==> src/rtl/ulpi_link_pkg.sv <==
package ulpi_link_pkg;

  // command prefixes in bits 7:6 of the first byte the link sends
  localparam logic [1:0] CMD_TX    = 2'b01;
  localparam logic [1:0] CMD_REGWR = 2'b10;
  localparam logic [1:0] CMD_REGRD = 2'b11;

  typedef enum logic [2:0] {
    ST_IDLE,
    ST_TX,
    ST_REGCMD,
    ST_REGWR,
    ST_RDWAIT,
    ST_STOP
  } linkState_t;

  // strobes from control to datapath
  typedef struct packed {
    logic loadCmd;  // transmit command byte from first stream byte
    logic loadTx;   // next stream byte
    logic loadReg;  // register command byte, capture write data
    logic loadWr;   // captured write data
    logic clear;    // drive idle zeros
    logic capRead;  // current bus byte is register read data
  } dpCtl_t;

endpackage

==> src/rtl/ulpi_link_dp.sv <==
module ulpi_link_dp
  import ulpi_link_pkg::*;
#(
  parameter int DATA_W = 8
) (
  input  logic              clk,
  input  logic              rstN,
  input  logic              dir,
  input  logic              nxt,
  input  logic [DATA_W-1:0] dataIn,
  input  dpCtl_t            ctl,
  input  logic [DATA_W-1:0] txData,
  input  logic              regWrite,
  input  logic [DATA_W-3:0] regAddr,
  input  logic [DATA_W-1:0] regWdata,
  output logic [DATA_W-1:0] dataOut,
  output logic              dataOe,
  output logic              dirQ,
  output logic              rxValid,
  output logic [DATA_W-1:0] rxData,
  output logic              rxCmdValid,
  output logic [DATA_W-1:0] rxCmd,
  output logic [DATA_W-1:0] regRdata
);

  localparam int PID_W = 4;
  localparam int PAD_W = DATA_W - 2 - PID_W;

  logic [DATA_W-1:0] outQ;
  logic [DATA_W-1:0] wdataQ;
  logic              phySends;

  assign phySends = dir && dirQ;
  assign dataOut  = outQ;
  assign dataOe   = !dir && !dirQ;

  always_ff @(posedge clk) begin
    if (!rstN) begin
      dirQ   <= 1'b0;
      outQ   <= '0;
      wdataQ <= '0;
    end else begin
      dirQ <= dir;
      if (ctl.clear) begin
        outQ <= '0;
      end else if (ctl.loadCmd) begin
        outQ <= {CMD_TX, {PAD_W{1'b0}}, txData[PID_W-1:0]};
      end else if (ctl.loadTx) begin
        outQ <= txData;
      end else if (ctl.loadReg) begin
        outQ   <= {(regWrite ? CMD_REGWR : CMD_REGRD), regAddr};
        wdataQ <= regWdata;
      end else if (ctl.loadWr) begin
        outQ <= wdataQ;
      end
    end
  end

  always_ff @(posedge clk) begin
    if (!rstN) begin
      rxValid    <= 1'b0;
      rxData     <= '0;
      rxCmdValid <= 1'b0;
      rxCmd      <= '0;
      regRdata   <= '0;
    end else begin
      rxValid    <= phySends && nxt;
      rxCmdValid <= phySends && !nxt && !ctl.capRead;
      if (phySends && nxt) rxData <= dataIn;
      if (phySends && !nxt && !ctl.capRead) rxCmd <= dataIn;
      if (ctl.capRead) regRdata <= dataIn;
    end
  end

  // data and status never reported in the same cycle
  p_rx_excl_r6: assert property (@(posedge clk) disable iff (!rstN)
    !(rxValid && rxCmdValid));

  // the byte of the rising turnaround is never reported
  p_no_turn_sample_r7: assert property (@(posedge clk) disable iff (!rstN)
    $rose(dir) |=> (!rxValid && !rxCmdValid));

endmodule

==> src/rtl/ulpi_link_ctrl.sv <==
module ulpi_link_ctrl
  import ulpi_link_pkg::*;
(
  input  logic   clk,
  input  logic   rstN,
  input  logic   dir,
  input  logic   dirQ,
  input  logic   nxt,
  input  logic   txValid,
  input  logic   txLast,
  input  logic   regReq,
  input  logic   regWrite,
  output logic   txReady,
  output logic   regGrant,
  output logic   stp,
  output logic   txDone,
  output logic   txAbort,
  output logic   regDone,
  output logic   regFail,
  output dpCtl_t ctl
);

  linkState_t state, stateN;
  logic lastQ, lastN, isTxQ, isTxN, isWrQ, isWrN;
  logic txDoneN, txAbortN, regDoneN, regFailN;
  logic ownBus;

  assign ownBus = !dir && !dirQ;
  assign stp    = (state == ST_STOP);

  always_comb begin
    stateN   = state;
    lastN    = lastQ;
    isTxN    = isTxQ;
    isWrN    = isWrQ;
    ctl      = '0;
    txReady  = 1'b0;
    regGrant = 1'b0;
    txDoneN  = 1'b0;
    txAbortN = 1'b0;
    regDoneN = 1'b0;
    regFailN = 1'b0;
    case (state)
      ST_IDLE: begin
        if (ownBus && txValid) begin
          txReady     = 1'b1;
          ctl.loadCmd = 1'b1;
          lastN       = txLast;
          isTxN       = 1'b1;
          stateN      = ST_TX;
        end else if (ownBus && regReq) begin
          regGrant    = 1'b1;
          ctl.loadReg = 1'b1;
          isWrN       = regWrite;
          isTxN       = 1'b0;
          stateN      = ST_REGCMD;
        end
      end
      ST_TX: begin
        if (dir) begin
          txAbortN  = 1'b1;
          ctl.clear = 1'b1;
          stateN    = ST_IDLE;
        end else if (nxt) begin
          if (!lastQ && txValid) begin
            txReady    = 1'b1;
            ctl.loadTx = 1'b1;
            lastN      = txLast;
          end else begin
            ctl.clear = 1'b1;   // last byte taken (or stream ran dry)
            stateN    = ST_STOP;
          end
        end
      end
      ST_REGCMD, ST_REGWR: begin
        if (dir) begin
          regFailN  = 1'b1;
          ctl.clear = 1'b1;
          stateN    = ST_IDLE;
        end else if (nxt) begin
          if (state == ST_REGCMD && isWrQ) begin
            ctl.loadWr = 1'b1;
            stateN     = ST_REGWR;
          end else begin
            ctl.clear = 1'b1;
            stateN    = (state == ST_REGWR) ? ST_STOP : ST_RDWAIT;
          end
        end
      end
      ST_RDWAIT: begin
        if (dir && dirQ) begin
          if (nxt) begin
            regFailN = 1'b1;
          end else begin
            ctl.capRead = 1'b1;
            regDoneN    = 1'b1;
          end
          stateN = ST_IDLE;
        end
      end
      ST_STOP: begin
        txDoneN  = isTxQ;
        regDoneN = !isTxQ;
        stateN   = ST_IDLE;
      end
      default: stateN = ST_IDLE;
    endcase
  end

  always_ff @(posedge clk) begin
    if (!rstN) begin
      state   <= ST_IDLE;
      lastQ   <= 1'b0;
      isTxQ   <= 1'b0;
      isWrQ   <= 1'b0;
      txDone  <= 1'b0;
      txAbort <= 1'b0;
      regDone <= 1'b0;
      regFail <= 1'b0;
    end else begin
      state   <= stateN;
      lastQ   <= lastN;
      isTxQ   <= isTxN;
      isWrQ   <= isWrN;
      txDone  <= txDoneN;
      txAbort <= txAbortN;
      regDone <= regDoneN;
      regFail <= regFailN;
    end
  end

  // stop lasts one cycle and only follows an accepting cycle
  p_stp_single_r4: assert property (@(posedge clk) disable iff (!rstN)
    stp |=> !stp);
  p_stp_follows_nxt_r4: assert property (@(posedge clk) disable iff (!rstN)
    stp |-> $past(nxt));

  // an aborted packet ends without stop
  p_abort_quiet_r10: assert property (@(posedge clk) disable iff (!rstN)
    txAbort |-> !stp);

  // a register access ends in exactly one outcome
  p_reg_outcome_r11: assert property (@(posedge clk) disable iff (!rstN)
    !(regDone && regFail));

  // no start while a turnaround is in progress
  p_no_start_turn_r12: assert property (@(posedge clk) disable iff (!rstN)
    (dir != dirQ) |-> (!txReady || state != ST_IDLE) && !regGrant);

endmodule

==> src/rtl/ulpi_link.sv <==
module ulpi_link
  import ulpi_link_pkg::*;
#(
  parameter int DATA_W = 8
) (
  input  logic              clk,
  input  logic              rstN,
  input  logic              ulpiDir,
  input  logic              ulpiNxt,
  input  logic [DATA_W-1:0] ulpiDataIn,
  output logic [DATA_W-1:0] ulpiDataOut,
  output logic              ulpiDataOe,
  output logic              ulpiStp,
  input  logic              txValid,
  input  logic [DATA_W-1:0] txData,
  input  logic              txLast,
  output logic              txReady,
  output logic              txDone,
  output logic              txAbort,
  output logic              rxValid,
  output logic [DATA_W-1:0] rxData,
  output logic              rxCmdValid,
  output logic [DATA_W-1:0] rxCmd,
  input  logic              regReq,
  input  logic              regWrite,
  input  logic [DATA_W-3:0] regAddr,
  input  logic [DATA_W-1:0] regWdata,
  output logic              regGrant,
  output logic              regDone,
  output logic              regFail,
  output logic [DATA_W-1:0] regRdata
);

  dpCtl_t ctl;
  logic   dirQ;

  ulpi_link_ctrl u_ctrl (
    .clk      (clk),
    .rstN     (rstN),
    .dir      (ulpiDir),
    .dirQ     (dirQ),
    .nxt      (ulpiNxt),
    .txValid  (txValid),
    .txLast   (txLast),
    .regReq   (regReq),
    .regWrite (regWrite),
    .txReady  (txReady),
    .regGrant (regGrant),
    .stp      (ulpiStp),
    .txDone   (txDone),
    .txAbort  (txAbort),
    .regDone  (regDone),
    .regFail  (regFail),
    .ctl      (ctl)
  );

  ulpi_link_dp #(.DATA_W(DATA_W)) u_dp (
    .clk        (clk),
    .rstN       (rstN),
    .dir        (ulpiDir),
    .nxt        (ulpiNxt),
    .dataIn     (ulpiDataIn),
    .ctl        (ctl),
    .txData     (txData),
    .regWrite   (regWrite),
    .regAddr    (regAddr),
    .regWdata   (regWdata),
    .dataOut    (ulpiDataOut),
    .dataOe     (ulpiDataOe),
    .dirQ       (dirQ),
    .rxValid    (rxValid),
    .rxData     (rxData),
    .rxCmdValid (rxCmdValid),
    .rxCmd      (rxCmd),
    .regRdata   (regRdata)
  );

  // bus released in the cycle after the PHY hands it back
  p_release_r2: assert property (@(posedge clk) disable iff (!rstN)
    $fell(ulpiDir) |-> !ulpiDataOe);

  // stop cycle drives idle zeros
  p_stp_zero_r4: assert property (@(posedge clk) disable iff (!rstN)
    ulpiStp |-> (ulpiDataOut == '0));

  // transmit completion and abort are exclusive
  p_tx_outcome_r4: assert property (@(posedge clk) disable iff (!rstN)
    !(txDone && txAbort));

endmodule

==> config.mk <==
export PLATFORM = sky130hd
export DESIGN_NAME = ulpi_link
export DESIGN_NICKNAME = d
export VERILOG_FILES = /design/src/rtl/ulpi_link_pkg.sv /design/src/rtl/ulpi_link_dp.sv /design/src/rtl/ulpi_link_ctrl.sv /design/src/rtl/ulpi_link.sv
export SDC_FILE = /design/constraint.sdc
export NUM_CORES = 1
export LEC_CHECK = 0
export ABC_CLOCK_PERIOD_IN_PS = 10700
export BUFFER_PORTS_ARGS = -buffer_cell sky130_fd_sc_hd__buf_2
export CAP_MARGIN = 25
export CORE_MARGIN = 1.5
export CORE_UTILIZATION = 35
export DETAILED_ROUTE_END_ITERATION = 12
export SLEW_MARGIN = 15
export SYNTH_ARGS = -nofsm -noshare
export SYNTH_HDL_FRONTEND = slang
export SYNTH_SLANG_ARGS = --single-unit
==> constraint.sdc <==
create_clock -name clk -period 10.7 [get_ports clk]
set_clock_uncertainty 0.2 [all_clocks]
set_input_delay 3.21 -clock clk [delete_from_list [all_inputs] [get_ports clk]]
set_output_delay 3.21 -clock clk [all_outputs]
set_load 0.005 [all_outputs]
Yosys cells after proc, flatten, opt, wreduce, memory -nomap -nowiden
Cells that the tools add are included.

cells by class
  equality and inequality tests = 14
  mux-type cells = 51
  bitwise logic cells = 5
  reduce and logical (&&, ||, !) cells = 30

operators by type and width
  cell                                                 number
  two-way mux 1 bit                                    31
  two-way mux 3 bit                                    9
  two-way mux 8 bit                                    3
  one-hot mux 3 bit (4 select lines)                   1
  one-hot mux 1 bit (2 select lines)                   5
  AND reduction 5 bit                                  2
  logical AND 1 bit                                    9
  != test 3 bit, second input constant                 3
  two-way mux 7 bit                                    1
  equality test 3 x 2 -> 1 bit, second input constant  2
  equality test 3 bit, second input constant           2
  zero test 1 bit                                      6
  != test 2 x 1 -> 1 bit, second input constant        3
  AND reduction 2 bit                                  3
  inverter 1 bit                                       5
  != test 2 bit, second input constant                 2
  AND reduction 4 bit                                  1
  nonzero test 2 bit                                   2
  nonzero test 4 bit                                   1
  OR reduction 2 bit                                   2
  equality test 3 x 1 -> 1 bit, second input constant  1
  zero test 3 bit                                      1
  != test 3 x 1 -> 1 bit, second input constant        1
  AND reduction 3 bit                                  1
  other kinds (3)                                      3

storage, ports and cells
  flip-flop bits (word level) = 53
  bits of input ports = 38
  output and inout bits = 42
  logic and storage cells = 117

Longest topological paths before layout
Gate-level depths: netlist of run 1.

  word-level depth = 10
  gate-level depth with buffers = 8

Cells and area by module
From an unflattened synthesis of run 1, not the netlist that was laid out.

unflattened totals
  cells, all modules = 250
  area total of the unflattened synthesis = 2,368.5 µm²

modules (own cells, without submodules)
  module          instances  cells an instance  area an instance (µm²)
  ulpi_link_dp    1          178                1,776.7
  ulpi_link_ctrl  1          72                 591.8

Worst setup path before layout of run 1
No wires, ideal clock.

  path kind = in2out
  from = in ulpiDir
  to = out regGrant
  arrival = 4.625 ns
  data required time = 7.290 ns
  setup slack = 2.665 ns
  stages = 6
  path buffers = 3
  cell sequence = buf_6 or4_4 or4b_4 buf_6 clkinv_4 buf_2

on the way
  word-level cells in the longest chain between the ends = 6
  elaborated cells between the ends (all ways) = 7

ends and longest elaborated chain
  element                RTL line              RTL
  start: declaration     ulpi_link.sv:8        input logic ulpiDir,
  zero test 1 bit (*)    ulpi_link_ctrl.sv:28  assign ownBus = !dir && !dirQ;
  logical AND 1 bit (*)  ulpi_link_ctrl.sv:28
  logical AND 1 bit      ulpi_link_ctrl.sv:51  end else if (ownBus && regReq) begin
  two-way mux 1 bit      ulpi_link_ctrl.sv:51
  two-way mux 1 bit (*)  ulpi_link_ctrl.sv:45  if (ownBus && txValid) begin
  two-way mux 1 bit (*)  ulpi_link_ctrl.sv:43  case (state)
  end: declaration       ulpi_link.sv:28       output logic regGrant,

Mark *: on every way between the ends. The rest lies on a longest branch, timed or not.

Worst setup path in the final report of run 1
Ends and elaborated chain as after synthesis.

==> results of run 1 <==
## per-stage QoR
step                hold WS [ns]  setup WS, ns
floorplan                  0.230          2.66
global placement           0.240          2.53
detailed placement         0.241          2.52
CTS                        0.254          2.52
global route               0.274          2.45
finish                     0.254          2.51
## metal layers
metal	global-route usage, %	share of wire, %	vias up
met1	21.4	50	850
li1	-	-	1000
met5	0	0	-
met3	3.07	3.2	7
met4	4.92	1.3	0
met2	22.5	46	39
## how the worst max path moves through the flow
stage,startpoint,to,slack [ns],cells past startpoint
2_1_floorplan,ulpiDir,regGrant,2.66,6
3_3_place_gp,ulpiDir,regGrant,2.53,5
3_5_place_dp,ulpiDir,regGrant,2.52,5
4_1_cts,ulpiDir,regGrant,2.52,5
5_1_grt,ulpiDir,regGrant,2.45,5
6_report,ulpiDir,regGrant,2.51,5
## sequential cells by signal (all words and copies together) (netlist names), 3 cells and up
name,count
u_dp.dataOut,8
u_dp.regRdata,8
u_dp.rxCmd,8
u_dp.rxData,8
u_dp.wdataQ,8
u_ctrl.state,3
## logic make-up (layout without fill, tap and decap cells)
family	after synthesis	in the layout
compound gates	52	52
simple gates	107	107
flops	53	53
buf+inv	20	92
mux	17	17
## critical path, stage by stage
cell,delay (ns)
buf_2,0.16
or4_4,0.45
or4b_4,0.67
clkinv_4,0.15
buf_2,0.12
## power breakdown
group | switching (mW) | leakage (nW) | internal (mW)
sequential | 0.00421 | 0.430 | 0.203
combinational | 0.0197 | 0.728 | 0.0188
clock | 0.0620 | 0.0433 | 0.0512
total | 0.0859 | 1.20 | 0.273
## area by class of cell
cell class / count / area [um2] / share of cell area, %
clock buffer: 6 / 82.6 / 2.95
clock inverter: 1 / 7.51 / 0.268
inverter: 5 / 23.8 / 0.848
multi-input combinational: 176 / 1130 / 40.4
sequential: 53 / 1060 / 37.9
tap: 77 / 96.3 / 3.44
timing repair buffer: 80 / 400 / 14.3
## cell usage in the layout, fill, tap and decap left out, drive strengths merged, types with 2 or more instances in the layout
master	n
a21oi	7
nand3	5
and3	6
and2	3
o22ai	3
o21a	4
o22a	4
or4b	2
nor3	4
nor2	12
inv	4
clkbuf	7
nand2	49
nand2b	2
buf	79
nor2b	17
nor4b	2
o21ai	2
mux2i	17
a21boi	21
dfxtp	53
and3b	2
o211ai	4
==> impl_metrics.py, run 1 <==
metrics = {
    "global_routing": {
        "grt_first_pass_wirelength_um": 8520,
        "antenna_found_initial": 0,
        "track_usage_pct": 15.0,
        "grt_pass1_vias": 1707,
        "grt_max_degree": 45,
        "global_route.overflow_total": 0,
    },
    "pwr": {
        "total_power_mw": 0.359,
        "vdd_drop_max_mv": 0.0557,
        "power_density_nw_per_um2": 128,
        "p_leak_nw": 1.20,
    },
    "run_status": {
        "outcome": "finished clean",
    },
    "synthesis": {
        "synth_top_family_by_area": "simple AND/OR/NAND/NOR gates",
        "synth_top_area_share_pct": 46.1,
        "synth_edf_count": 0,
        "synth_mux_area_share_pct": 7.40,
        "netlist_instances": 249,
        "synth_fa_ha_area_share_pct": 0,
        "synth_flop_cell": "dfxtp_1",
        "yosys.area_share.simple_pct": 23.7,
        "synth_xor_area_share_pct": 0,
        "synth_fp_nets": 287,
        "synth_top_area_cell": "dfxtp_1",
        "synth-seq-cells": 53,
        "synth_cell_type_count": 44,
        "async_flop_share_pct": 0,
        "synth_warnings": 0,
        "synth_compound_area_share_pct": 17.6,
        "synthTopCellsByArea": "dfxtp_1 (46%), nand2_1 (8.0%), mux2i_1 (7.4%), nor2b_1 (4.6%), a21boi_0 (3.6%)",
        "ys_top_cells_by_count": "dfxtp_1 (53), nand2_1 (49), mux2i_1 (17), nor2b_1 (17)",
        "synth_area_um2": 2300,
        "synth_most_common_cell": "dfxtp_1",
        "seq_area_frac_synth_pct": 46.1,
        "post_synth.cell_area_avg_um2": 9.24,
    },
    "worst_hold_path": {
        "hold_end": "u_dp.wdataQ[6]$_SDFFE_PN0P_",
        "hold_start": "u_dp.wdataQ[6]$_SDFFE_PN0P_",
        "min_path_cells": 2,
        "hold_class": "reg2reg",
    },
    "floorplan": {
        "die_y_um": 84.1,
        "dieArea_um2": 7070,
        "ioPinCount": 80,
        "start_util_pct": 36.2,
        "coreArea_um2": 6350,
        "num_rows": 29,
        "chipWidth_um": 84.1,
    },
    "worst_setup_path": {
        "r2r_start": "u_ctrl.state[1]$_SDFFE_PN0P_",
        "critPathKind": "in2out",
        "cp-end-kind": "output port",
        "worstRegToRegCells": 6,
        "cp.required_ns": 7.29,
        "timing.rr.end": "u_dp.dataOut[6]$_SDFFE_PP0P_",
        "r2r_slack_ns": 8.09,
        "worstSetupStartpointType": "primary input",
        "path_max_fanout": 17,
        "crit_arrival_ns": 4.78,
    },
    "detailed_routing": {
        "routed_wl_um": 5220,
        "dr.pass1.iters": 4,
        "routedWlPerCell_um": 13.1,
        "postRouteAntennaNets": 0,
        "vias": 1896,
        "drc": 0,
        "post_drt_via_cell_ratio": 4.76,
        "drt-initial-drc-count": 96,
    },
    "timing": {
        "period_needed_ns": 8.19,
        "setup_viol": 0,
        "tightest_slew_ns": 0.960,
        "post-route-period-util_pct": 76.5,
        "fmax_mhz": 122,
        "rsz0062_at_grt": "no",
        "finalHoldViolCount": 0,
        "max-slew-margin-rel_pct": 35.6,
        "setup_tns_ns": 0,
        "final-max-slew-violation-count": 0,
    },
    "cells_and_area": {
        "diodes": 0,
        "fin_nets": 359,
        "fill_cells": 643,
        "synthToLayoutAreaGrowth_pct": 21.8,
        "stdcell_area_um2": 2800,
        "drive_gt1_share_pct": 33.0,
        "final_util_pct": 44.1,
        "layout.cells.non_filler": 398,
    },
    "placement": {
        "place_inst": 390,
        "place.gp.congestion": 0.796,
        "dpl_cell_area_um2": 2710,
        "dpl.hpwl_um": 3830,
        "io_buffers": 79,
    },
    "job": {
        "maxCapViolations": 0,
    },
    "clock_network": {
        "post_cts_buffers": 0,
        "cts.clk_slew.worst_paths_ns": 0.09,
        "cts_buffers": 5,
        "cts_root_buf": "clkbuf_8",
        "worstSkewPairLatency_ns": 0.30,
        "cts_buffer_depth": 2,
        "postCtsHoldBufs": 0,
        "ctsResizeCount": 0,
        "htreeDepth": 2,
        "clock_sinks": 53,
        "cts_tree": "yes",
    },
}
Note: power is estimated with default switching activity, not from simulation.
==> run 2, diff against run 1 <==
Settings changed: ABC_CLOCK_PERIOD_IN_PS 10700 to 8480.
Clock period 10.7 ns to 8.48 ns, I/O delays scaled along.
==> run 2 against run 1 <==
Against the previous run:
- setup slack worse by 0.89 ns
- count of clock-buffer cells in the layout did not move
- sequential power up 26%
- critical path type unchanged
- critical endpoint unchanged
==> impl_metrics.py, run 2 (synthesis results as in run 1) <==
metrics = {
    "run_status": {
        "outcome": "finished clean",
    },
    "global_routing": {
        "grt_max_degree": 45,
        "antenna_found_initial": 0,
        "grtUsageMet2_pct": 22.3,
        "track_usage_pct": 15.0,
        "grtUsageMet3_pct": 3.46,
        "global_route.overflow_total": 0,
        "busiest_layer": "met2",
        "gr-usage-met1_pct": 21.7,
        "grt_first_pass_wirelength_um": 8600,
        "grt_pass1_vias": 1779,
    },
    "worst_setup_path": {
        "path_max_fanout": 17,
        "cp-end-kind": "output port",
        "timing.rr.end": "u_dp.dataOut[5]$_SDFFE_PP0P_",
        "crit_arrival_ns": 4.11,
        "critPathKind": "in2out",
        "cpMaxStageDelayCell": "or4b_4",
        "worstSetupStartpointType": "primary input",
        "cp.required_ns": 5.74,
        "path_common_cell": "buf_2",
        "worstRegToRegCells": 6,
        "r2r_start": "u_ctrl.state[1]$_SDFFE_PN0P_",
        "r2r_slack_ns": 5.85,
        "cp_slowest_stage_delay_ns": 0.67,
        "path_cells": "buf_2, or4_4, or4b_4, clkinv_4, buf_2",
        "startpoint": "ulpiDir",
        "endpoint": "regGrant",
    },
    "clock_network": {
        "worstSkewPairLatency_ns": 0.30,
        "postCtsHoldBufs": 0,
        "cts_root_buf": "clkbuf_8",
        "cts_buffers": 5,
        "cts_buffer_depth": 2,
        "cts_tree": "yes",
        "post_cts_buffers": 0,
        "clock_sinks": 53,
        "htreeDepth": 2,
        "cts.clk_slew.worst_paths_ns": 0.09,
        "ctsResizeCount": 0,
    },
    "placement": {
        "dpl.hpwl_um": 3830,
        "place_inst": 390,
        "place.gp.congestion": 0.785,
        "io_buffers": 79,
    },
    "cells_and_area": {
        "diodes": 0,
        "fin_nets": 359,
        "fill_cells": 619,
        "multiInputGateArea_um2": 1130,
        "layout_commonest_cell": "buf_2",
        "drive_gt1_share_pct": 32.9,
        "mostFrequentLayoutCells": "buf_2 (79), dfxtp_1 (53), nand2_1 (49), mux2i_1 (17), nor2b_1 (17)",
        "synthToLayoutAreaGrowth_pct": 22.7,
        "layout.cells.non_filler": 399,
        "final_util_pct": 44.5,
        "regArea_um2": 1060,
    },
    "pwr": {
        "p_leak_nw": 1.21,
        "power_density_nw_per_um2": 169,
        "vdd_drop_max_mv": 0.0629,
        "total_power_mw": 0.477,
    },
    "detailed_routing": {
        "drc": 0,
        "dr.pass1.iters": 4,
        "routedWlPerCell_um": 13.3,
        "post_drt_via_cell_ratio": 4.86,
        "drt-initial-drc-count": 130,
        "routed_wl_um": 5330,
        "postRouteAntennaNets": 0,
        "vias": 1938,
    },
    "floorplan": {
        "dieArea_um2": 7070,
        "coreArea_um2": 6350,
        "die_y_um": 84.1,
        "ioPinCount": 80,
        "start_util_pct": 36.2,
        "chipWidth_um": 84.1,
        "num_rows": 29,
    },
    "timing": {
        "tightest_slew_ns": 0.952,
        "max-slew-margin-rel_pct": 36.2,
        "post-route-period-util_pct": 80.9,
        "rsz0062_at_grt": "no",
        "period_needed_ns": 6.86,
        "final-max-slew-violation-count": 0,
        "finalHoldViolCount": 0,
        "fmax_mhz": 146,
        "setup_tns_ns": 0,
        "setup_viol": 0,
    },
    "worst_hold_path": {
        "hold_start": "u_dp.wdataQ[6]$_SDFFE_PN0P_",
        "hold_class": "reg2reg",
    },
    "job": {
        "maxCapViolations": 0,
    },
}
[run 2: changes by cell type in the layout (fill, tap and decap cells not counted)]
| cell | previous run | this run |
|---|---|---|
| clkinvlp_4 | 1 | 0 |
| clkbuf_1 | 0 | 1 |
| clkbuf_8 | 6 | 5 |
| bufinv_16 | 0 | 1 |
| clkinv_4 | 1 | 2 |
[run 2: worst min path at each step]
stage,end,slack [ns],depth (start not counted)
after floorplan,u_dp.wdataQ[6]$_SDFFE_PN0P_,0.23,2
after global placement,u_dp.wdataQ[6]$_SDFFE_PN0P_,0.24,2
after detailed placement,u_dp.wdataQ[6]$_SDFFE_PN0P_,0.24,2
after CTS,u_dp.wdataQ[6]$_SDFFE_PN0P_,0.25,2
after global routing,u_dp.wdataQ[5]$_SDFFE_PN0P_,0.27,2
final,u_dp.wdataQ[6]$_SDFFE_PN0P_,0.25,2
[run 2: critical path: cells and delay by family]
family	cells	cell delay (ns)
and+or+nand+nor	2	1.13
buffers and inverters	3	0.43
[run 2: layer usage]
metal	share of wire, %	up-vias
li1	-	998
met1	49	890
met2	45	45
met3	4.6	5
met4	1.2	0
met5	0	-
[run 2: final cells by class]
type	count	share of cell area, %
clock buffers	6	2.57
clock inverters	2	1.37
inverters	5	0.842
multi-input cells	176	40.1
flip-flops and latches	53	37.6
well taps	77	3.41
repair buffers	80	14.2
[run 2: power breakdown]
group,switching [mW],internal (mW)
Sequential,0.00529,0.256
Combinational,0.0249,0.0237
Clock,0.0787,0.0886
[run 2: per-stage QoR]
| stage | instance area [um2] | hold slack, ns | setup WS, ns |
|---|---|---|---|
| finish | 2820 | 0.253 | 1.62 |
| global route | 2820 | 0.275 | 1.56 |
| CTS | 2820 | 0.254 | 1.63 |
| detailed placement | 2710 | 0.240 | 1.63 |
| global placement | 2710 | 0.240 | 1.65 |
| floorplan | 2300 | 0.230 | 1.78 |
